==> src/rtl/pcs_pkg.sv <==
// Shared types for the program counter steering unit.
// Assumes every instruction is one aligned 32-bit word.
package pcs_pkg;

    // Decoded branch kind; codes are decoded by the steering logic.
    typedef enum logic [2:0] {
        BK_SEQ = 3'd0,
        BK_EQ  = 3'd1,
        BK_NE  = 3'd2,
        BK_LTZ = 3'd3,
        BK_GTZ = 3'd4,
        BK_LEZ = 3'd5,
        BK_GEZ = 3'd6,
        BK_JMP = 3'd7
    } br_kind_e;

endpackage

==> src/rtl/pcs_cond.sv <==
// Branch condition evaluator.
// Decides, for a conditional kind, whether the branch redirects.
// Assumes opa/opb are the already-read register values; jump and
// sequential kinds never produce a redirect here.
module pcs_cond
    import pcs_pkg::*;
#(
    parameter int DATA_W = 32
) (
    input  logic              clk,
    input  logic              rst_n,
    input  br_kind_e          kind,
    input  logic [DATA_W-1:0] opa,
    input  logic [DATA_W-1:0] opb,
    output logic              take
);

    logic a_neg;
    logic a_zero;
    logic a_eq_b;

    // Operand flags shared by all comparisons.
    always_comb begin
        a_neg  = $signed(opa) < $signed({DATA_W{1'b0}});
        a_zero = (opa == '0);
        a_eq_b = (opa == opb);
    end

    // Select the condition that matches the decoded kind.
    always_comb begin
        unique case (kind)
            BK_EQ:   take = a_eq_b;
            BK_NE:   take = !a_eq_b;
            BK_LTZ:  take = a_neg;
            BK_GTZ:  take = !a_neg && !a_zero;
            BK_LEZ:  take = a_neg || a_zero;
            BK_GEZ:  take = !a_neg;
            default: take = 1'b0;
        endcase
    end

    p_eq_r3: assert property (@(posedge clk) disable iff (!rst_n)
        (kind == BK_EQ) |-> (take == ~|(opa ^ opb)));

    p_ne_r3: assert property (@(posedge clk) disable iff (!rst_n)
        (kind == BK_NE) |-> (take == |(opa ^ opb)));

    p_ltz_r4: assert property (@(posedge clk) disable iff (!rst_n)
        (kind == BK_LTZ) |-> (take == opa[DATA_W-1]));

    p_gtz_r4: assert property (@(posedge clk) disable iff (!rst_n)
        (kind == BK_GTZ && take) |-> (!opa[DATA_W-1] && |opa));

endmodule

==> src/rtl/pcs_target.sv <==
// Next-address generator.
// Forms the sequential, branch and jump candidates and picks one.
// Assumes pc is aligned to the instruction size; JUMP_HI_FROM_INC
// selects whether the kept upper bits come from pc or from pc + step.
module pcs_target #(
    parameter int PC_W             = 32,
    parameter int OFF_W            = 16,
    parameter int JMP_W            = 26,
    parameter int ALIGN            = 2,
    parameter bit JUMP_HI_FROM_INC = 1'b0
) (
    input  logic [PC_W-1:0]  pc,
    input  logic [OFF_W-1:0] off,
    input  logic [JMP_W-1:0] tgt,
    input  logic             sel_branch,
    input  logic             sel_jump,
    output logic [PC_W-1:0]  next_pc
);

    localparam int HI_W  = PC_W - JMP_W - ALIGN;
    localparam int EXT_W = PC_W - OFF_W - ALIGN;
    localparam logic [PC_W-1:0] STEP = PC_W'(1 << ALIGN);

    logic [PC_W-1:0] inc_pc;
    logic [PC_W-1:0] br_pc;
    logic [PC_W-1:0] jmp_pc;
    logic [PC_W-1:0] off_bytes;
    logic [HI_W-1:0] hi_bits;

    // Sequential step and offset scaled to bytes.
    always_comb begin
        inc_pc    = pc + STEP;
        off_bytes = {{EXT_W{off[OFF_W-1]}}, off, {ALIGN{1'b0}}};
        br_pc     = inc_pc + off_bytes;
    end

    // Source of the upper bits kept by a jump.
    generate
        if (JUMP_HI_FROM_INC) begin : g_hi_inc
            assign hi_bits = inc_pc[PC_W-1 -: HI_W];
        end else begin : g_hi_cur
            assign hi_bits = pc[PC_W-1 -: HI_W];
        end
    endgenerate

    // Region-local jump address.
    always_comb jmp_pc = {hi_bits, tgt, {ALIGN{1'b0}}};

    // Final candidate selection.
    always_comb begin
        if (sel_jump)        next_pc = jmp_pc;
        else if (sel_branch) next_pc = br_pc;
        else                 next_pc = inc_pc;
    end

endmodule

==> src/rtl/pc_steer.sv <==
// Program counter steering unit (top).
// Holds the program counter and advances it by step, branch or jump.
// Assumes kind_i is decoded from the instruction at pc_o in the same
// cycle; no delay slot; RESET_VEC must be aligned.
module pc_steer
    import pcs_pkg::*;
#(
    parameter int          PC_W             = 32,
    parameter int          OFF_W            = 16,
    parameter int          JMP_W            = 26,
    parameter int          ALIGN            = 2,
    parameter bit          JUMP_HI_FROM_INC = 1'b0,
    parameter logic [31:0] RESET_VEC        = 32'h0040_0000
) (
    input  logic             clk,
    input  logic             rst_n,
    input  logic             hold_i,
    input  logic [2:0]       kind_i,
    input  logic [PC_W-1:0]  opa_i,
    input  logic [PC_W-1:0]  opb_i,
    input  logic [OFF_W-1:0] off16_i,
    input  logic [JMP_W-1:0] tgt26_i,
    output logic [PC_W-1:0]  pc_o,
    output logic             taken_o
);

    localparam int HI_W = PC_W - JMP_W - ALIGN;
    localparam logic [PC_W-1:0] STEP  = PC_W'(1 << ALIGN);
    localparam logic [PC_W-1:0] RVEC  = PC_W'(RESET_VEC);

    br_kind_e        kind;
    logic            cond_take;
    logic            is_jump;
    logic [PC_W-1:0] next_pc;

    // Decode the kind code.
    always_comb begin
        kind    = br_kind_e'(kind_i);
        is_jump = (kind == BK_JMP);
    end

    pcs_cond #(
        .DATA_W (PC_W)
    ) u_cond (
        .clk   (clk),
        .rst_n (rst_n),
        .kind  (kind),
        .opa   (opa_i),
        .opb   (opb_i),
        .take  (cond_take)
    );

    pcs_target #(
        .PC_W             (PC_W),
        .OFF_W            (OFF_W),
        .JMP_W            (JMP_W),
        .ALIGN            (ALIGN),
        .JUMP_HI_FROM_INC (JUMP_HI_FROM_INC)
    ) u_target (
        .pc         (pc_o),
        .off        (off16_i),
        .tgt        (tgt26_i),
        .sel_branch (cond_take),
        .sel_jump   (is_jump),
        .next_pc    (next_pc)
    );

    // Redirect flag, masked by reset and stall.
    always_comb taken_o = rst_n && !hold_i && (is_jump || cond_take);

    // Program counter register.
    always_ff @(posedge clk) begin
        if (!rst_n)       pc_o <= RVEC;
        else if (!hold_i) pc_o <= next_pc;
    end

    p_reset_vec_r1: assert property (@(posedge clk)
        !rst_n |=> (pc_o == RVEC));

    p_reset_quiet_r1: assert property (@(posedge clk)
        !rst_n |-> !taken_o);

    p_untaken_r5: assert property (@(posedge clk) disable iff (!rst_n)
        (!taken_o && !hold_i) |=> (pc_o == $past(pc_o) + STEP));

    p_seq_quiet_r2: assert property (@(posedge clk) disable iff (!rst_n)
        (kind == BK_SEQ) |-> !taken_o);

    p_jump_r6: assert property (@(posedge clk) disable iff (!rst_n)
        (is_jump && !hold_i && !JUMP_HI_FROM_INC) |=>
        ((pc_o[PC_W-1 -: HI_W] == $past(pc_o[PC_W-1 -: HI_W])) &&
         (pc_o[PC_W-HI_W-1:ALIGN] == $past(tgt26_i))));

    p_hold_r7: assert property (@(posedge clk) disable iff (!rst_n)
        hold_i |=> $stable(pc_o));

    p_hold_quiet_r7: assert property (@(posedge clk) disable iff (!rst_n)
        hold_i |-> !taken_o);

    p_align_r8: assert property (@(posedge clk) disable iff (!rst_n)
        pc_o[ALIGN-1:0] == '0);

endmodule

==> config.mk <==
export PLATFORM = sky130hd
export DESIGN_NAME = pc_steer
export DESIGN_NICKNAME = d
export VERILOG_FILES = /design/src/rtl/pcs_pkg.sv /design/src/rtl/pcs_cond.sv /design/src/rtl/pcs_target.sv /design/src/rtl/pc_steer.sv
export SDC_FILE = /design/constraint.sdc
export NUM_CORES = 1
export LEC_CHECK = 0
export BUFFER_PORTS_ARGS = -buffer_cell sky130_fd_sc_hd__buf_2
export CAP_MARGIN = 0
export CORE_UTILIZATION = 35
export CTS_BUF_LIST = sky130_fd_sc_hd__clkbuf_8
export CTS_CLUSTER_DIAMETER = 30
export DETAILED_ROUTE_END_ITERATION = 8
export HOLD_SLACK_MARGIN = 0.12
export MAX_ROUTING_LAYER = met4
export PLACE_DENSITY_LB_ADDON = 0.15
export SLEW_MARGIN = 10
export SYNTH_ARGS = -nofsm -noshare
export SYNTH_HDL_FRONTEND = slang
export SYNTH_HIERARCHICAL = 1
export SYNTH_SLANG_ARGS = --single-unit
export TNS_END_PERCENT = 50
==> constraint.sdc <==
create_clock -name clk -period 3.64 [get_ports clk]
set_input_delay 0.728 -clock clk [delete_from_list [all_inputs] [get_ports clk]]
set_output_delay 0.728 -clock clk [all_outputs]
set_load 0.02 [all_outputs]
======== Word-level counts from Yosys, hierarchy flattened ========
Index checks and enable logic that the tools add are counted.
operators by class
  order comparisons ....................... 1
  reductions and logical operators ........ 11
  add/subtract/negate cells ............... 2
  bitwise operators ....................... 2
  equal/unequal tests ..................... 8
  multiplexer cells ....................... 3
operators with widths
  operator               count
  $add 32x3->32 const B  1
  $add 32x32->32         1
  $eq 32x32->1           1
  $logic_not 32->1       1
  $lt 32x1->1 const B    1
  $mux 32                1
  $mux 28                1
  $eq 3x3->1 const B     4
  $eq 3x2->1 const B     2
  $pmux 1 s6             1
  $logic_not 1->1        4
  $eq 3x1->1 const B     1
  $logic_and 1x1->1      3
  $logic_or 1x1->1       2
  $not 1->1              2
  $reduce_and 2->1       1
storage, ports and cells
  output and inout bits ................... 33
  register bits after elaboration ......... 32
  bits of input ports ..................... 112

======== Logic depth before layout (Yosys ltp) ========
Gate-level depths: netlist of run 1.
  depth in word-level cells ............... 6
  depth in mapped cells ................... 17
  mapped depth without buffers ............ 16

======== Hierarchy ========
The synthesis of run 1 kept the hierarchy.
modules (own cells, without submodules)
  module      instances  cells an instance  area an instance (um^2)
  pcs_target  1          448                2976.6
  pc_steer    1          106                1261.2
  pcs_cond    1          63                 474.2

======== Worst setup path before layout of run 1 ========
OpenSTA, ideal clock, no wires.
  path type ............................... reg-to-reg
  from .................................... register pc_o[2]
  to ...................................... register pc_o[31]
  slack ................................... -0.234 ns
  data required time ...................... 3.524 ns
  data arrival time ....................... 3.758 ns
  buffers on the path ..................... 1
  cell stages (with the launch flop) ...... 17
  cells stage by stage .................... dfxtp_1 > and2_1 > nor4b_2 > or4b_1 > nor2_1 > nand2_1 > xnor2_1 > ha_1 > clkbuf_1 > nand4_1 > or4_1 > a311oi_1 > a311oi_1 > mux2i_1 > xnor2_1 > mux2i_1 > nor2b_1
on the way
  cells in the longest elaborated chain, start to end .. 3
ends and longest elaborated chain
  element                 RTL line          source
  from (decl)             pc_steer.sv:23    output logic [PC_W-1:0] pc_o,
  from (signal assigned)  pc_steer.sv:74    else if (!hold_i) pc_o <= next_pc;
  $add 32x3->32 *         pcs_target.sv:32  inc_pc = pc + STEP;
  $add 32x32->32          pcs_target.sv:34  br_pc = inc_pc + off_bytes;
  $mux 32 *               pcs_target.sv:52  else if (sel_branch) next_pc = br_pc;
Every way passes the cells marked *; elsewhere a longest branch is shown, timed or not.
A chain may end at the register's enable or synchronous reset.

======== Worst setup path in the final report of run 1 ========
  from .................................... register pc_o[5]
  to ...................................... register pc_o[31]
The elaborated chain is that of the path after synthesis.

==> impl_results.md, run 1 <==
* Worst Path Class, Setup: reg -> reg
* Crit path largest cell delay at ~0.54 ns
* # DRC at 1
* Vias post-DR at between 5,000 and 6,000
* Seq/Total Area, Yosys at 13.6%
* Setup TNS at 0 ns
* Max H-tree Level at 2
* Leakage at 0.00326 uW
* Crit. End Element: flop
* Max cap viols at 0
* Footprint of the multi-input gates at 0.00414 sq mm
* P&R area growth vs syn at 43.9%
* Slew Limit Fails at 0
* Util after Layout at 51.4%
* Antenna Nets Post-Route at 0
* Tcrit/Tclk final at between 90 and 100%
* Routability congestion estimate from global placement at 0.940
* Vias in the first global route at 5,652
* TritonCTS Sinks at 32
* Clock Pin Slew Worst Setup and Hold Paths at 0.10 ns
* Syn Std Cell Area at 0.00471 sq mm
* # nets final at 1,009
* Final Hold Fails at 0
* Most common cell in the synthesized netlist: xnor2_1
* EDFF count, synth at 0
* Total Power at 2000 uW
* Die width at 118 um
* Post-synth top flop: dfxtp_1
* Slew margin rel. at between 50% and 60%
* Placement Cell Area at 0.00634 sq mm
* Outcome: finished with violations
* Via density at 5.47
* Number of distinct library cells after synthesis at 68
* Asr flop ratio synth at 0%
* Final Setup Violations at 0
* Antenna Cells at 0
* CP Cell Sequence: nand3_1 -> nor4b_4 -> or4b_4 -> nor2_4 -> nand2_4 -> xnor2_4 -> ha_1 -> nand2_1 -> o21bai_4 -> a211oi_4 -> mux2i_1 -> a311oi_2 -> mux2i_1 -> xnor2_1 -> mux2i_1 -> nor2b_1
* Peak fanout along the critical path at 3
* Largest regs: pc_o (32)
* I/O Buffers at 144
* Main area contributors after synthesis: dfxtp_1 14%, xnor2_1 11%, ha_1 9.8%
* Skew final at 0.0249 ns
* Largest Register: pc_o
* DRT Pass-1 Iters at 7
* Routed len/inst at 18.3 um
* Layout cells sized above 1 at 39.8%
* FF/Latch Area at 657 sq um
* Cts bufs inserted at 5
* Initial antenna violation count at 0
* Cells after Synth at 617
* Starting density of the core at between 30% and 40%
* Clk_lat worst skew at 0.33 ns
* Row count at 42
* Hold WC Path Type: reg -> reg
* Fmax at 0.280 GHz
* Fin crit period at 3.58 ns
* Worst slew pin tran at roughly 0.75 ns
* Worst EP required at 3.91 ns
* Drt total wl at approximately 19,000 um
* Total global routing overflow at 0
* Hpwl dp at about 15,000 um
* Core footprint at between 0.01 and 0.015 sq mm
* Synth Register Bits at 32
* Most frequent cells after synthesis: 59 x xnor2_1, 50 x nand2_1, 48 x a21oi_1
* Max FFs per register at 32
* Die height at 118 um
* Syn nets at ~770
* Fillers at roughly 1,300
* Worst EP arrival at about 3.9 ns
* Die area at roughly 0.014 sq mm
* Max VDD drop at approximately 0.00016 V
* TritonCTS clock tree: yes
* Ports at 145
* Yosys top cell area share at 13.6%
* CP max stage cell: or4b_4
* YS warnings at 6
* Final instance area at 0.00678 sq mm
* Root buf cell: clkbuf_8
* Max Buffers Root-to-Sink at 2
* Crit start category: flop
* Total GRT Usage at about 28%
* 1st-iter DRT viols at 337
* Synth area leader: dfxtp_1
* First-pass GRT wire length at 29,400 um
* RSZ-0062 raised after global routing: true
* Power density cells at 294 mW/mm^2
* Violated checks: DRC
* Syn avg cell area at around 7.6 sq um
* Largest net degree at the start of global routing at 34
* Most frequent CP cell: mux2i_1
-- per-stage QoR --
stage / hold slack [ns] / setup WS (ns) / cells
after floorplan: 0.573 / 0.0188 / 617
after global placement: 0.520 / -0.156 / 1021
after detailed placement: 0.526 / -0.230 / 1021
after CTS: 0.543 / 0.00340 / 1029
after global routing: 0.617 / -0.145 / 1036
final: 0.543 / 0.0627 / 1036
-- critical path, delay by kind of cell, from the launching register on --
| kind | cells | cell delay [ns] |
|---|---|---|
| compound gates | 3 | 0.68 |
| xor+xnor | 2 | 0.31 |
| fa+ha+maj | 1 | 0.27 |
| flops | 1 | 0.33 |
| mux | 3 | 0.46 |
| simple gates | 7 | 1.50 |
-- kinds of logic after synthesis --
family          after synthesis  share of synthesized area (%)
xor+xnor                     76                           14.1
buf+inv                      42                           4.73
mux                          42                           8.95
fa+ha+maj                    38                           10.2
compound gates              155                           21.6
simple gates                232                           26.8
flops                        32                           13.6
-- report_power, final --
group          switching (uW)  leakage, uW  internal (uW)
clock network             177    0.0000541            203
logic                     636      0.00293            555
registers                35.2     0.000267            389
-- layout by cell type, fill, tap and decap left out, types with 3 or more instances in the layout --
master    Yosys  layout
buf_2         0     144
buf_4         0     117
xnor2_1      59      54
nand2_1      50      46
a21oi_1      48      44
mux2i_1      41      41
nor2b_1      36      36
ha_1         37      35
nor2_1       33      31
nand4_1      24      24
dfxtp_1      32      23
nand3_1      21      20
o21ai_0      25      20
xor2_1       17      15
inv_1        15      14
a21o_1       14      14
nor4_1       14      12
and3_1       12      11
o22ai_1       8       8
dfxtp_2       0       7
a31oi_1       8       6
and2_1        7       6
clkbuf_8      0       5
nor3_2        0       5
nor3_1       10       5
o21ai_1       0       5
a21oi_2       1       5
o21bai_1      6       5
nand2_2       1       4
xnor2_2       0       4
o21a_1        4       4
nand2b_1      4       4
or3_1         4       4
a311oi_1      6       3
nand3b_1      3       3
a31o_2        3       3
-- what timing repair did --
item | 4_1_cts | 5_1_grt
resized for setup | 9 | 51
buffers inserted | 0 | 7
pin swaps | 0 | 9
hold endpoints to repair | 0 | 0
setup endpoints to repair | 3 | 14
hold buffers | 0 | 0
-- final cells by class --
class / count / share of cell area [%]
Timing Repair Buffer: 261 / 23.6
Inverter: 16 / 0.885
Clock buffer: 5 / 1.01
Tap cell: 176 / 3.25
Sequential cell: 32 / 9.68
Clock inverter: 3 / 0.627
Multi-Input combinational cell: 543 / 61.0
-- per-layer routing --
metal | vias up | GRT usage [%] | wire length, um
li1 | 2782 | - | -
met1 | 2660 | 33.1 | 8180
met2 | 193 | 46.9 | 9270
met3 | 31 | 3.59 | 878
met4 | 0 | 10.7 | 629
met5 | - | - | 0
-- path summary, 6_finish.rpt --
path / start / to / slack (ns) / depth (start not counted)
max reg2reg: pc_o[5] / pc_o[31] / 0.06 / 16
min reg2reg: pc_o[1] / pc_o[1] / 0.54 / 2
max: pc_o[5] / pc_o[31] / 0.06 / 16
min: pc_o[1] / pc_o[1] / 0.54 / 2
Note: power is estimated with default switching activity, not from simulation.
==> run 2, diff against run 1 <==
--- a/config.mk
+++ b/config.mk
@@ -7,7 +7,7 @@
 export LEC_CHECK = 0
 export BUFFER_PORTS_ARGS = -buffer_cell sky130_fd_sc_hd__buf_2
 export CAP_MARGIN = 0
-export CORE_UTILIZATION = 35
+export CORE_UTILIZATION = 49
 export CTS_BUF_LIST = sky130_fd_sc_hd__clkbuf_8
 export CTS_CLUSTER_DIAMETER = 30
 export DETAILED_ROUTE_END_ITERATION = 8
==> run 2 against run 1 <==
  * The run ends with setup timing left
  * Core utilization grew 19 points
  * Die area shrank 28%
  * First-iteration DRC count grew 5.9%
  * Critical path depth is the same
  * Clock-buffer cell count is the same
  * Combinational power is essentially flat
  * Total power shrank 7.1%
  * Maximum frequency shrank 2.8%
  * Global-route usage grew 6.5 points
  * Largest power group unchanged
==> impl_results.md, run 2 (synthesized netlist as in run 1, its figures left out) <==
* Starting density of the core at 50.8%
* Total Power at 1850 uW
* Cts bufs inserted at 5
* R2r setup slk at -0.04 ns
* Worst Path Class, Setup: reg -> reg
* Footprint of the multi-input gates at 0.00417 sq mm
* # DRC at 0
* RSZ-0062 raised after global routing: true
* Layout cells sized above 1 at a little under two fifths
* Worst R2R End: pc_o[31]
* Max VDD drop at 0.000180 V
* FF/Latch Area at between 600 and 700 sq um
* Max Buffers Root-to-Sink at 2
* Worst EP required at 3.87 ns
* Max FFs per register at 32
* Via density at between 5 and 6
* Largest regs: pc_o (32)
* TritonCTS Sinks at 32
* Setup ws final at -0.0418 ns
* Skew final at roughly 0.0029 ns
* DRT Pass-1 Iters at 5
* Antenna Nets Post-Route at 0
* Tcrit/Tclk final at 101%
* Slew Limit Fails at 0
* Worst slew pin tran at 0.581 ns
* Hold WC Path Type: reg -> reg
* 1st-iter DRT viols at 357
* Fmax at between 0.2 and 0.3 GHz
* Hpwl dp at roughly 14,000 um
* Die area at ~0.01 sq mm
* Max H-tree Level at 2
* Row count at 35
* Leakage at 0.00312 uW
* CTS Hold Bufs at 0
* Power density cells at 285 mW/mm^2
* Outcome: finished with violations
* Largest Register: pc_o
* Peak fanout along the critical path at 3
* Routability congestion estimate from global placement at between 1 and 1.5
* First-pass GRT wire length at 26,400 um
* I/O Buffers at 144
* Vias in the first global route at 5,382
* Final Hold Fails at 0
* Violated checks: setup timing
* Worst reg2reg startpoint: pc_o[5]
* Fin cells at 959
* Ports at 145
* Most frequent cells in the layout: 144 x buf_2, 87 x buf_4, 53 x xnor2_1, 46 x nand2_1, 46 x a21oi_1
* Initial antenna violation count at 0
* TritonCTS clock tree: yes
* Util after Layout at 70.1%
* Core footprint at 0.00928 sq mm
* # placed instances at around 950
* Routed len/inst at 17.6 um
* Worst EP arrival at about 4 ns
* Clk_lat worst skew at just under 0.3 ns
* Final Setup Violations at 1
* Slew margin rel. at 61.3%
* Fin crit period at 3.68 ns
* Critical path origin: pc_o[5]
* Setup WS pre-CTS at -0.168 ns
* Die height at about 100 um
* Fillers at 806
* Crit start category: flop
* R2R depth at 16
* Most common cell after layout, fill and taps aside: buf_2
* Vias post-DR at roughly 5,600
* Crit. End Element: flop
* Root buf cell: clkbuf_8
* Drt total wl at 16,900 um
* P&R area growth vs syn at 38.1%
* Largest net degree at the start of global routing at 34
* Die width at 100 um
* Antenna Cells at 0
* Max cap viols at 0
* Total global routing overflow at 0
* Crit path capture: pc_o[31]
* # nets final at 979
* Total GRT Usage at 34.2%
* Clock Pin Slew Worst Setup and Hold Paths at 0.07 ns
-- run 2: critical path, stage by stage, from the launching register on --
cell      delay [ns]
dfxtp_2         0.36
nand3_4         0.10
nor4b_4         0.31
or4b_4          0.52
nor2_4          0.18
nand2_4         0.08
xnor2_4         0.18
ha_4            0.18
a21o_1          0.19
o21bai_4        0.19
a211oi_4        0.29
mux2i_1         0.12
a311oi_2        0.30
mux2i_1         0.25
xnor2_1         0.15
mux2i_1         0.09
nor2b_1         0.12
-- run 2: cell type report --
| cell class | count | area share (%) |
|---|---|---|
| clock inverters | 3 | 0.288 |
| flip-flops and latches | 32 | 10.1 |
| well taps | 129 | 2.48 |
| inverters | 16 | 0.923 |
| clock buffers | 5 | 1.06 |
| multi-input cells | 543 | 64.1 |
| repair buffers | 231 | 21.1 |
-- run 2: worst min-delay path by stage --
| stage | startpoint | endpoint | slack, ns | depth (start not counted) |
|---|---|---|---|---|
| final | pc_o[1] | pc_o[1] | 0.55 | 2 |
| after CTS | pc_o[1] | pc_o[1] | 0.55 | 2 |
| after global placement | pc_o[1] | pc_o[1] | 0.52 | 2 |
| after global routing | pc_o[1] | pc_o[1] | 0.57 | 2 |
| after detailed placement | pc_o[1] | pc_o[1] | 0.54 | 2 |
| after floorplan | pc_o[9] | pc_o[9] | 0.57 | 2 |
-- run 2: through the flow --
step	TNS (ns)	cell area, sq um	hold slack [ns]
floorplan	0	4730	0.573
global placement	-0.104	6080	0.515
detailed placement	-0.168	6080	0.537
CTS	0	6180	0.548
global route	-0.464	6510	0.573
finish	-0.0418	6510	0.549
-- run 2: layer usage --
metal	share of wire (%)	up-vias	global-route usage, %	routed length, um
li1	-	2707	-	-
met1	43	2582	42.8	7200
met2	49	268	58.0	8300
met3	7.2	22	5.15	1210
met4	0.97	0	7.92	163
met5	0	-	-	0
-- run 2: repair_timing --
| action | in CTS | in global routing |
|---|---|---|
| buffers inserted | 0 | 4 |
| resized for setup | 3 | 55 |
| cloned | 0 | 0 |
| endpoints found under the setup margin | 2 | 15 |
| hold endpoints to repair | 0 | 0 |
| pin swaps | 0 | 17 |
-- run 2: power breakdown --
group | internal, uW | switching [uW] | total [uW]
Combinational | 527 | 630 | 1160
Sequential | 389 | 34.1 | 423
Clock | 133 | 140 | 273
